`config.mk`:
```
export PLATFORM = sky130hd
export DESIGN_NAME = pcm_slot_assigner
export DESIGN_NICKNAME = d
export VERILOG_FILES = /design/src/rtl/pcm_slot_assigner.sv
export SDC_FILE = /design/constraint.sdc
export NUM_CORES = 1
export LEC_CHECK = 0
export BUFFER_PORTS_ARGS = -buffer_cell sky130_fd_sc_hd__clkbuf_2
export CAP_MARGIN = 0
export CORE_MARGIN = 2
export CORE_UTILIZATION = 50
export DETAILED_ROUTE_END_ITERATION = 7
export PLACE_DENSITY_LB_ADDON = 0.05
export SYNTH_ARGS = -nofsm -noshare
export SYNTH_HDL_FRONTEND = slang
export SYNTH_SLANG_ARGS = --single-unit
```
`constraint.sdc`:
```
create_clock -name clk -period 5.5 [get_ports clk]
set_input_delay 0 -clock clk [delete_from_list [all_inputs] [get_ports clk]]
set_output_delay 0 -clock clk [all_outputs]
set_load 0.005 [all_outputs]
```
`src/rtl/pcm_slot_assigner.sv`:
```
module pcm_slot_assigner #(
  parameter int SLOT_W = 6,
  parameter int BYTE_W = 8
) (
  input  logic              clk,
  input  logic              rst_n,
  input  logic              ctl_cs_n,
  input  logic              ctl_stb,
  input  logic [7:0]        ctl_byte,
  input  logic              tx_fs,
  input  logic              rx_fs,
  input  logic [BYTE_W-1:0] tx_data,
  input  logic              tx_load,
  output logic              tx_ready,
  output logic [1:0]        tx_dat,
  output logic [1:0]        tx_oe,
  input  logic [1:0]        rx_dat,
  output logic [BYTE_W-1:0] rx_byte,
  output logic              rx_valid
);
  localparam int BIT_W = $clog2(BYTE_W);
  localparam int POS_W = SLOT_W + BIT_W;
  localparam logic [POS_W-1:0] POS_LAST = '1;
  localparam logic [BIT_W-1:0] BIT_LAST = '1;

  typedef struct packed {
    logic              en;
    logic              lane;
    logic [SLOT_W-1:0] slot;
  } cfg_t;

  logic       cs_q;
  logic [1:0] nbyte;
  logic       dir_q;
  logic [7:0] arg_q;
  logic       commit;

  cfg_t             shadow   [2];
  cfg_t             active   [2];
  logic [1:0]       pend     [2];
  logic             in_frame [2];
  logic [POS_W-1:0] pos      [2];
  logic [1:0]       hit, last;
  logic [1:0]       fs_v;

  logic              tx_full;
  logic [BYTE_W-1:0] tx_buf;
  logic              tx_bit;
  logic [BYTE_W-1:0] rx_sh;
  logic              rx_in;

  assign fs_v   = {rx_fs, tx_fs};
  assign commit = ctl_cs_n && !cs_q && (nbyte == 2'd2);

  always_ff @(posedge clk or negedge rst_n) begin
    if (!rst_n) begin
      cs_q  <= 1'b1;
      nbyte <= '0;
      dir_q <= 1'b0;
      arg_q <= '0;
    end else begin
      cs_q <= ctl_cs_n;
      if (ctl_cs_n) nbyte <= '0;
      else if (ctl_stb && nbyte != 2'd3) begin
        nbyte <= nbyte + 2'd1;
        if (nbyte == 2'd0) dir_q <= ctl_byte[0];
        if (nbyte == 2'd1) arg_q <= ctl_byte;
      end
    end
  end

  always_ff @(posedge clk or negedge rst_n) begin
    if (!rst_n) begin
      for (int d = 0; d < 2; d++) begin
        shadow[d]   <= '0;
        active[d]   <= '0;
        pend[d]     <= '0;
        in_frame[d] <= 1'b0;
        pos[d]      <= '0;
      end
    end else begin
      for (int d = 0; d < 2; d++) begin
        if (commit && dir_q == 1'(d)) begin
          shadow[d] <= '{en: arg_q[7], lane: arg_q[6], slot: arg_q[SLOT_W-1:0]};
          pend[d]   <= 2'd2;
        end else if (fs_v[d] && pend[d] != 2'd0) begin
          pend[d] <= pend[d] - 2'd1;
          if (pend[d] == 2'd1) active[d] <= shadow[d];
        end
        if (fs_v[d]) begin
          pos[d]      <= '0;
          in_frame[d] <= 1'b1;
        end else if (in_frame[d]) begin
          if (pos[d] == POS_LAST) in_frame[d] <= 1'b0;
          else pos[d] <= pos[d] + 1'b1;
        end
      end
    end
  end

  always_comb begin
    for (int d = 0; d < 2; d++) begin
      hit[d]  = in_frame[d] && active[d].en && (pos[d][POS_W-1:BIT_W] == active[d].slot);
      last[d] = hit[d] && (pos[d][BIT_W-1:0] == BIT_LAST);
    end
  end

  assign tx_ready = !tx_full && !hit[0];
  assign tx_bit   = tx_buf[~pos[0][BIT_W-1:0]];
  assign tx_oe    = hit[0] ? (active[0].lane ? 2'b10 : 2'b01) : 2'b00;
  assign tx_dat   = tx_oe & {2{tx_bit}};

  always_ff @(posedge clk or negedge rst_n) begin
    if (!rst_n) begin
      tx_full <= 1'b0;
      tx_buf  <= '0;
    end else if (tx_load && tx_ready) begin
      tx_full <= 1'b1;
      tx_buf  <= tx_data;
    end else if (last[0]) begin
      tx_full <= 1'b0;
    end
  end

  assign rx_in = rx_dat[active[1].lane];

  always_ff @(posedge clk or negedge rst_n) begin
    if (!rst_n) begin
      rx_sh    <= '0;
      rx_byte  <= '0;
      rx_valid <= 1'b0;
    end else begin
      rx_valid <= 1'b0;
      if (hit[1]) rx_sh <= {rx_sh[BYTE_W-2:0], rx_in};
      if (last[1]) begin
        rx_byte  <= {rx_sh[BYTE_W-2:0], rx_in};
        rx_valid <= 1'b1;
      end
    end
  end

  a_r5_one_lane: assert property (@(posedge clk) disable iff (!rst_n) $onehot0(tx_oe));
  a_r9_not_ready_in_slot: assert property (@(posedge clk) disable iff (!rst_n) (tx_oe != 2'b00) |-> !tx_ready);
  a_r4_tx_holds_between_fs: assert property (@(posedge clk) disable iff (!rst_n) !tx_fs |=> $stable(active[0]));
  a_r4_rx_holds_between_fs: assert property (@(posedge clk) disable iff (!rst_n) !rx_fs |=> $stable(active[1]));
  a_r4_wait_bound: assert property (@(posedge clk) disable iff (!rst_n) (pend[0] <= 2'd2) && (pend[1] <= 2'd2));
  a_r7_single_strobe: assert property (@(posedge clk) disable iff (!rst_n) rx_valid |=> !rx_valid);
endmodule

```
# ---- Yosys cells after proc, flatten, opt, wreduce, memory -nomap -nowiden
# Index checks and enable logic that the tools add are counted.
dict set report totals {
  word_cells 113
  input_bits 25
  reg_bits 93
}
dict set report classes {
  n_lt_le_gt_ge 2
  bitwise 6
  n_mux 27
  n_eq_ne 13
  add_sub_neg 5
  n_reduce_logical 33
}
# operator n
set ops {}
lappend ops {{two-way mux 9 bit} 6}
lappend ops {{adder 9 x 1 -> 9 bit, second input constant} 2}
lappend ops {{equality test 9 bit, second input constant} 2}
lappend ops {{two-way mux 2 bit} 8}
lappend ops {{nonzero test 2 bit} 8}
lappend ops {{logical AND 1 bit} 15}
lappend ops {{equality test 6 bit} 2}
lappend ops {{two-way mux 1 bit} 12}
lappend ops {{AND reduction 3 bit} 4}
lappend ops {{equality test 2 x 1 -> 1 bit, second input constant} 3}
lappend ops {{equality test 3 bit, second input constant} 2}
lappend ops {{!= test 2 bit, second input constant} 3}
lappend ops {{< comparator 3 x 4 -> 1 bit, second input constant} 1}
lappend ops {{inverter 1 bit} 4}
lappend ops {{AND reduction 2 bit} 2}
lappend ops {{subtractor 2 x 1 -> 2 bit, second input constant} 2}
lappend ops {{binary-select mux 1 bit (select 3 bit)} 1}
lappend ops {{logical NOT 1 bit} 3}
lappend ops {{inverter 3 bit} 1}
lappend ops {{adder 2 x 1 -> 2 bit, second input constant} 1}
lappend ops {{bitwise AND 2 bit} 1}
lappend ops {{equality test 2 bit, second input constant} 1}
lappend ops {{logical NOT 2 bit} 1}
lappend ops {{< comparator 1 x 2 -> 1 bit, second input constant} 1}

# ---- Logic depth before layout (Yosys ltp)
dict set report depth {
  depth_word 6
  ltp_mapped 9
  mapped_depth_nobuf 8
}

# ---- Least setup slack after synthesis
# No wires, ideal clock.
dict set report synth_timing {
  kind {register to register}
  from {register pos[0] (netlist name)}
  to {register pos[7] (netlist name)}
  t_required_ps 5369
  stages_incl_launch_ff 10
  setup_time_ps 131
  arrival_ps 1791
  path_buffers 1
  synth_period_minus_slack_ps 1922
  slack_ps 3578
  cell_sequence {dfrtp_1 ha_1 nand3_1 nor3_1 ha_1 nand2b_1 clkbuf_1 nor4_1 xnor2_1 nor2_1}
}
dict set report synth_between {
  elab_chain_cells 4
  elab_cells_between_ends 7
}
# element line
set synth_rtl {}
lappend synth_rtl {{start: declaration} 42} ;# logic [POS_W-1:0] pos [2];
lappend synth_rtl {{start signal: indexed assignment} 95} ;# else pos[d] <= pos[d] + 1'b1;
lappend synth_rtl {{adder 9 x 1 -> 9 bit} 95}
lappend synth_rtl {{two-way mux 9 bit} 94} ;# if (pos[d] == POS_LAST) in_frame[d] <= 1'b0;
lappend synth_rtl {{two-way mux 9 bit} 93} ;# end else if (in_frame[d]) begin
lappend synth_rtl {{two-way mux 9 bit} 90} ;# if (fs_v[d]) begin
# Several ways; a longest one is shown, not always the timed one. The select of a mux whose other input is x is not followed.
# A chain may end at the register's enable or synchronous reset.

# ---- Worst setup path in the final report
dict set report layout_timing {
  from {register pos[12] (netlist name)}
  to {output tx_dat[0]}
}
dict set report layout_between {
  elab_chain_cells 4
}
# element line
set layout_rtl {}
lappend layout_rtl {{equality test 6 bit} 103} ;# hit[d] = in_frame[d] && active[d].en && (pos[d][POS_W-1:BIT_W] == active[d].slot);
lappend layout_rtl {{logical AND 1 bit} 103}
lappend layout_rtl {{two-way mux 2 bit} 110} ;# assign tx_oe = hit[0] ? (active[0].lane ? 2'b10 : 2'b01) : 2'b00;
lappend layout_rtl {{bitwise AND 2 bit} 111} ;# assign tx_dat = tx_oe & {2{tx_bit}};
lappend layout_rtl {{end: declaration} 15} ;# output logic [1:0] tx_dat,
# Every way passes these cells.

==> results_dict.tcl <==
set metrics [dict create \
    status "finished clean" \
    diodes 0 \
    rows 33 \
    timing.rr.end "active[5]$_DFFE_PN0P_" \
    finalCriticalPeriod_ns 2.319 \
    post_cts_resize_count 0 \
    synth_compound_area_share_pct 2.270 \
    num_io_pins 39 \
    cts_htree_levels 3 \
    rsz0062_at_grt "false" \
    synth-xor-area-share_pct 5.018 \
    cts-root-buf "clkbuf_8" \
    fin_area_mm2 0.004922 \
    reg2reg_slack_ns 3.40 \
    clkSlewWorstSetupHoldPaths_ns 0.10 \
    area_growth_pct 17.50 \
    ys_types 36 \
    holdBufCountCts 21 \
    die_y_um 95.53 \
    ant_nets 0 \
    synth_top_family_by_area "multiplexers" \
    ys_seq_area_share_pct 55.59 \
    holdCritPathClass "input port to flop" \
    synth_flop_cell "dfrtp_1" \
    drt_iter0_drc 83 \
    ys_warn_count 0 \
    drv_cap 0 \
    endpoint "tx_dat[0]" \
    syn-cell-area_mm2 0.004189 \
    worstPathArrival_ns 2.32 \
    port-buffer-count 38 \
    drtPass1Iterations 4 \
    critical_path_peak_fanout 4 \
    skew_ns 0.01030 \
    drcViolationCount 0 \
    antenna_found_initial 0 \
    post-cts-setup-buffers 0 \
    grt_pass1_wl_um 12210 \
    p_leak_nw 2.366 \
    irDropWorstVdd_mv 0.1745 \
    finalNetCount 422 \
    hpwl_um 4990 \
    syn_inst 319 \
    worst_pin_slew_ns 0.6868 \
    tns_ns 0 \
    relSlewSlack_pct 54.21 \
    wire_per_inst_um 14.69 \
    gp_congestion 0.7532 \
    p_per_area_mw_per_mm2 359.4 \
    synth_top_cell_by_area "dfrtp_1" \
    coreArea_mm2 0.008175 \
    grt_max_degree 56 \
    first_global_vias 2504 \
    placed_area_mm2 0.004491 \
    crit_required_ns 5.50 \
    clk_latency_ns 0.36 \
    fmax_mhz 431.3 \
    finalHoldViolCount 0 \
    finalSetupViolCount 0 \
    synth_nets 358 \
    startpoint "pos[12]$_DFFE_PN0P_" \
    start_util_pct 51.24 \
    dieArea_mm2 0.009126 \
    vias_per_cell 5.166 \
    r2r-start "nbyte[0]$_DFFE_PN0P_" \
    avgSynthCellArea_um2 13.13 \
    worst_setup_path_start_kind "flop" \
    end_kind "output port" \
    synth_async_sr_flop_share_pct 100.0 \
    synth_most_common_cell "dfrtp_1" \
    synth_edf_count 0 \
    synthMuxAreaShare_pct 20.46 \
    drt-total-wl_um 7241 \
    synth_area_leaders "dfrtp_1 55%, mux2_2 15%, ha_1 4.2%, xnor2_1 3.8%, mux2_4 2.9%" \
    drive_gt1_share_pct 33.76 \
    cts_made_buffers 9 \
    die_width_um 95.53 \
    cts_tree "yes" \
    critPathKind "flop to output port" \
    vias 2547 \
    synth-simple-area-share_pct 10.60 \
    synth_common_cells "92 x dfrtp_1, 57 x mux2_2, 19 x nand2_1" \
    finalCritPeriodShare_pct 42.16 \
    overflow 0 \
    clock_sinks 93 \
    grt_use_total_pct 17.59 \
    synth_top_cell_area_share_pct 54.96 \
    cts_buffer_depth 2 \
    synth_fa_ha_area_share_pct 4.182 \
    rr_worst_depth 5 \
    synth-seq-cells 93 \
    slew_violations 0 \
]
[registers in the layout (all words and copies together), names as in the netlist]
register	flops
nbyte	2
rx_sh	7
rx_byte	8
cs_q	1
tx_buf	8
in_frame	2
tx_full	1
pos	18
rx_valid	1
shadow	16
active	16
arg_q	8
pend	4
dir_q	1
[placed cells by master (no fill, tap or decap), types with 7 or more instances in the layout]
master and instances:
dfrtp_1 92, mux2_2 57, clkbuf_2 37, dlygate4sd3_1 21, nand2_1 19, xnor2_1 18
nor2_1 18, ha_1 14, inv_1 11, clkbuf_8 9, mux2_4 8, nand3_1 7
nor3_1 7, nand2b_1 7
[cell type report]
class                      count  area [um^2]
clock buffer                   9        123.9
clock inverter                 7        97.59
fill                         664         3253
inverter                      11        41.29
multi-input combinational    207         1782
sequential                    93         2328
tap                          105        131.4
timing repair buffer          61        417.9
[layer usage]
| layer | global-route usage, % | up-vias | share of wire, % |
|---|---|---|---|
| li1 | - | 1248 | - |
| met1 | 24.17 | 1267 | 48 |
| met2 | 27.56 | 24 | 48 |
| met3 | 4.032 | 8 | 2.3 |
| met4 | 6.071 | 0 | 1.3 |
| met5 | 0 | - | 0 |
[where the power goes]
| group | internal [mW] | leakage (nW) | switching (mW) | total [mW] |
|---|---|---|---|---|
| registers | 0.819 | 1.22 | 0.0946 | 0.913 |
| clock network | 0.258 | 0.106 | 0.247 | 0.505 |
| logic | 0.203 | 1.04 | 0.147 | 0.351 |
| total | 1.28 | 2.37 | 0.489 | 1.77 |
[stage by stage]
stage / std cells / hold WS, ns / utilization, % / setup slack [ns] / power [mW]
floorplan: 319 / -0.2956 / - / 3.578 / 1.169
global placement: 456 / 0.006958 / 54.93 / 3.420 / 1.256
detailed placement: 456 / 0.009351 / 54.93 / 3.383 / 1.271
CTS: 493 / 0.01619 / 60.21 / 3.195 / 1.789
global route: 493 / 0.01980 / 60.21 / 3.050 / 1.884
finish: 493 / 0.02559 / 60.21 / 3.181 / 1.769
[cells by family after synthesis]
logic type               Yosys count
AND/OR/NAND/NOR                   83
multiplexers                      72
AO/OA/AOI/OAI                     14
XOR/XNOR                          24
buffers and inverters             19
flip-flops                        93
adder cells (fa/ha/maj)           14
[worst min path at each step]
stage | slack [ns] | start | depth (start not counted) | end
after global placement | 0.007 | rst_n | 1 | pos[6]$_DFFE_PN0P_
final | 0.03 | rx_dat[0] | 3 | rx_sh[0]$_DFFE_PN0P_
after global routing | 0.02 | rx_dat[0] | 3 | rx_byte[0]$_DFFE_PN0P_
after CTS | 0.02 | rx_dat[0] | 3 | rx_sh[0]$_DFFE_PN0P_
after floorplan | -0.30 | rst_n | 0 | active[0]$_DFFE_PN0P_
after detailed placement | 0.009 | rst_n | 1 | pos[1]$_DFFE_PN0P_
[critical path: stages (launching register included)]
cell	delay, ns
dfrtp_1	0.45
xor2_1	0.20
or4_1	0.57
nor4_1	0.41
nor2b_1	0.21
clkbuf_2	0.12
No activity file was read; power rests on OpenSTA's default activity.
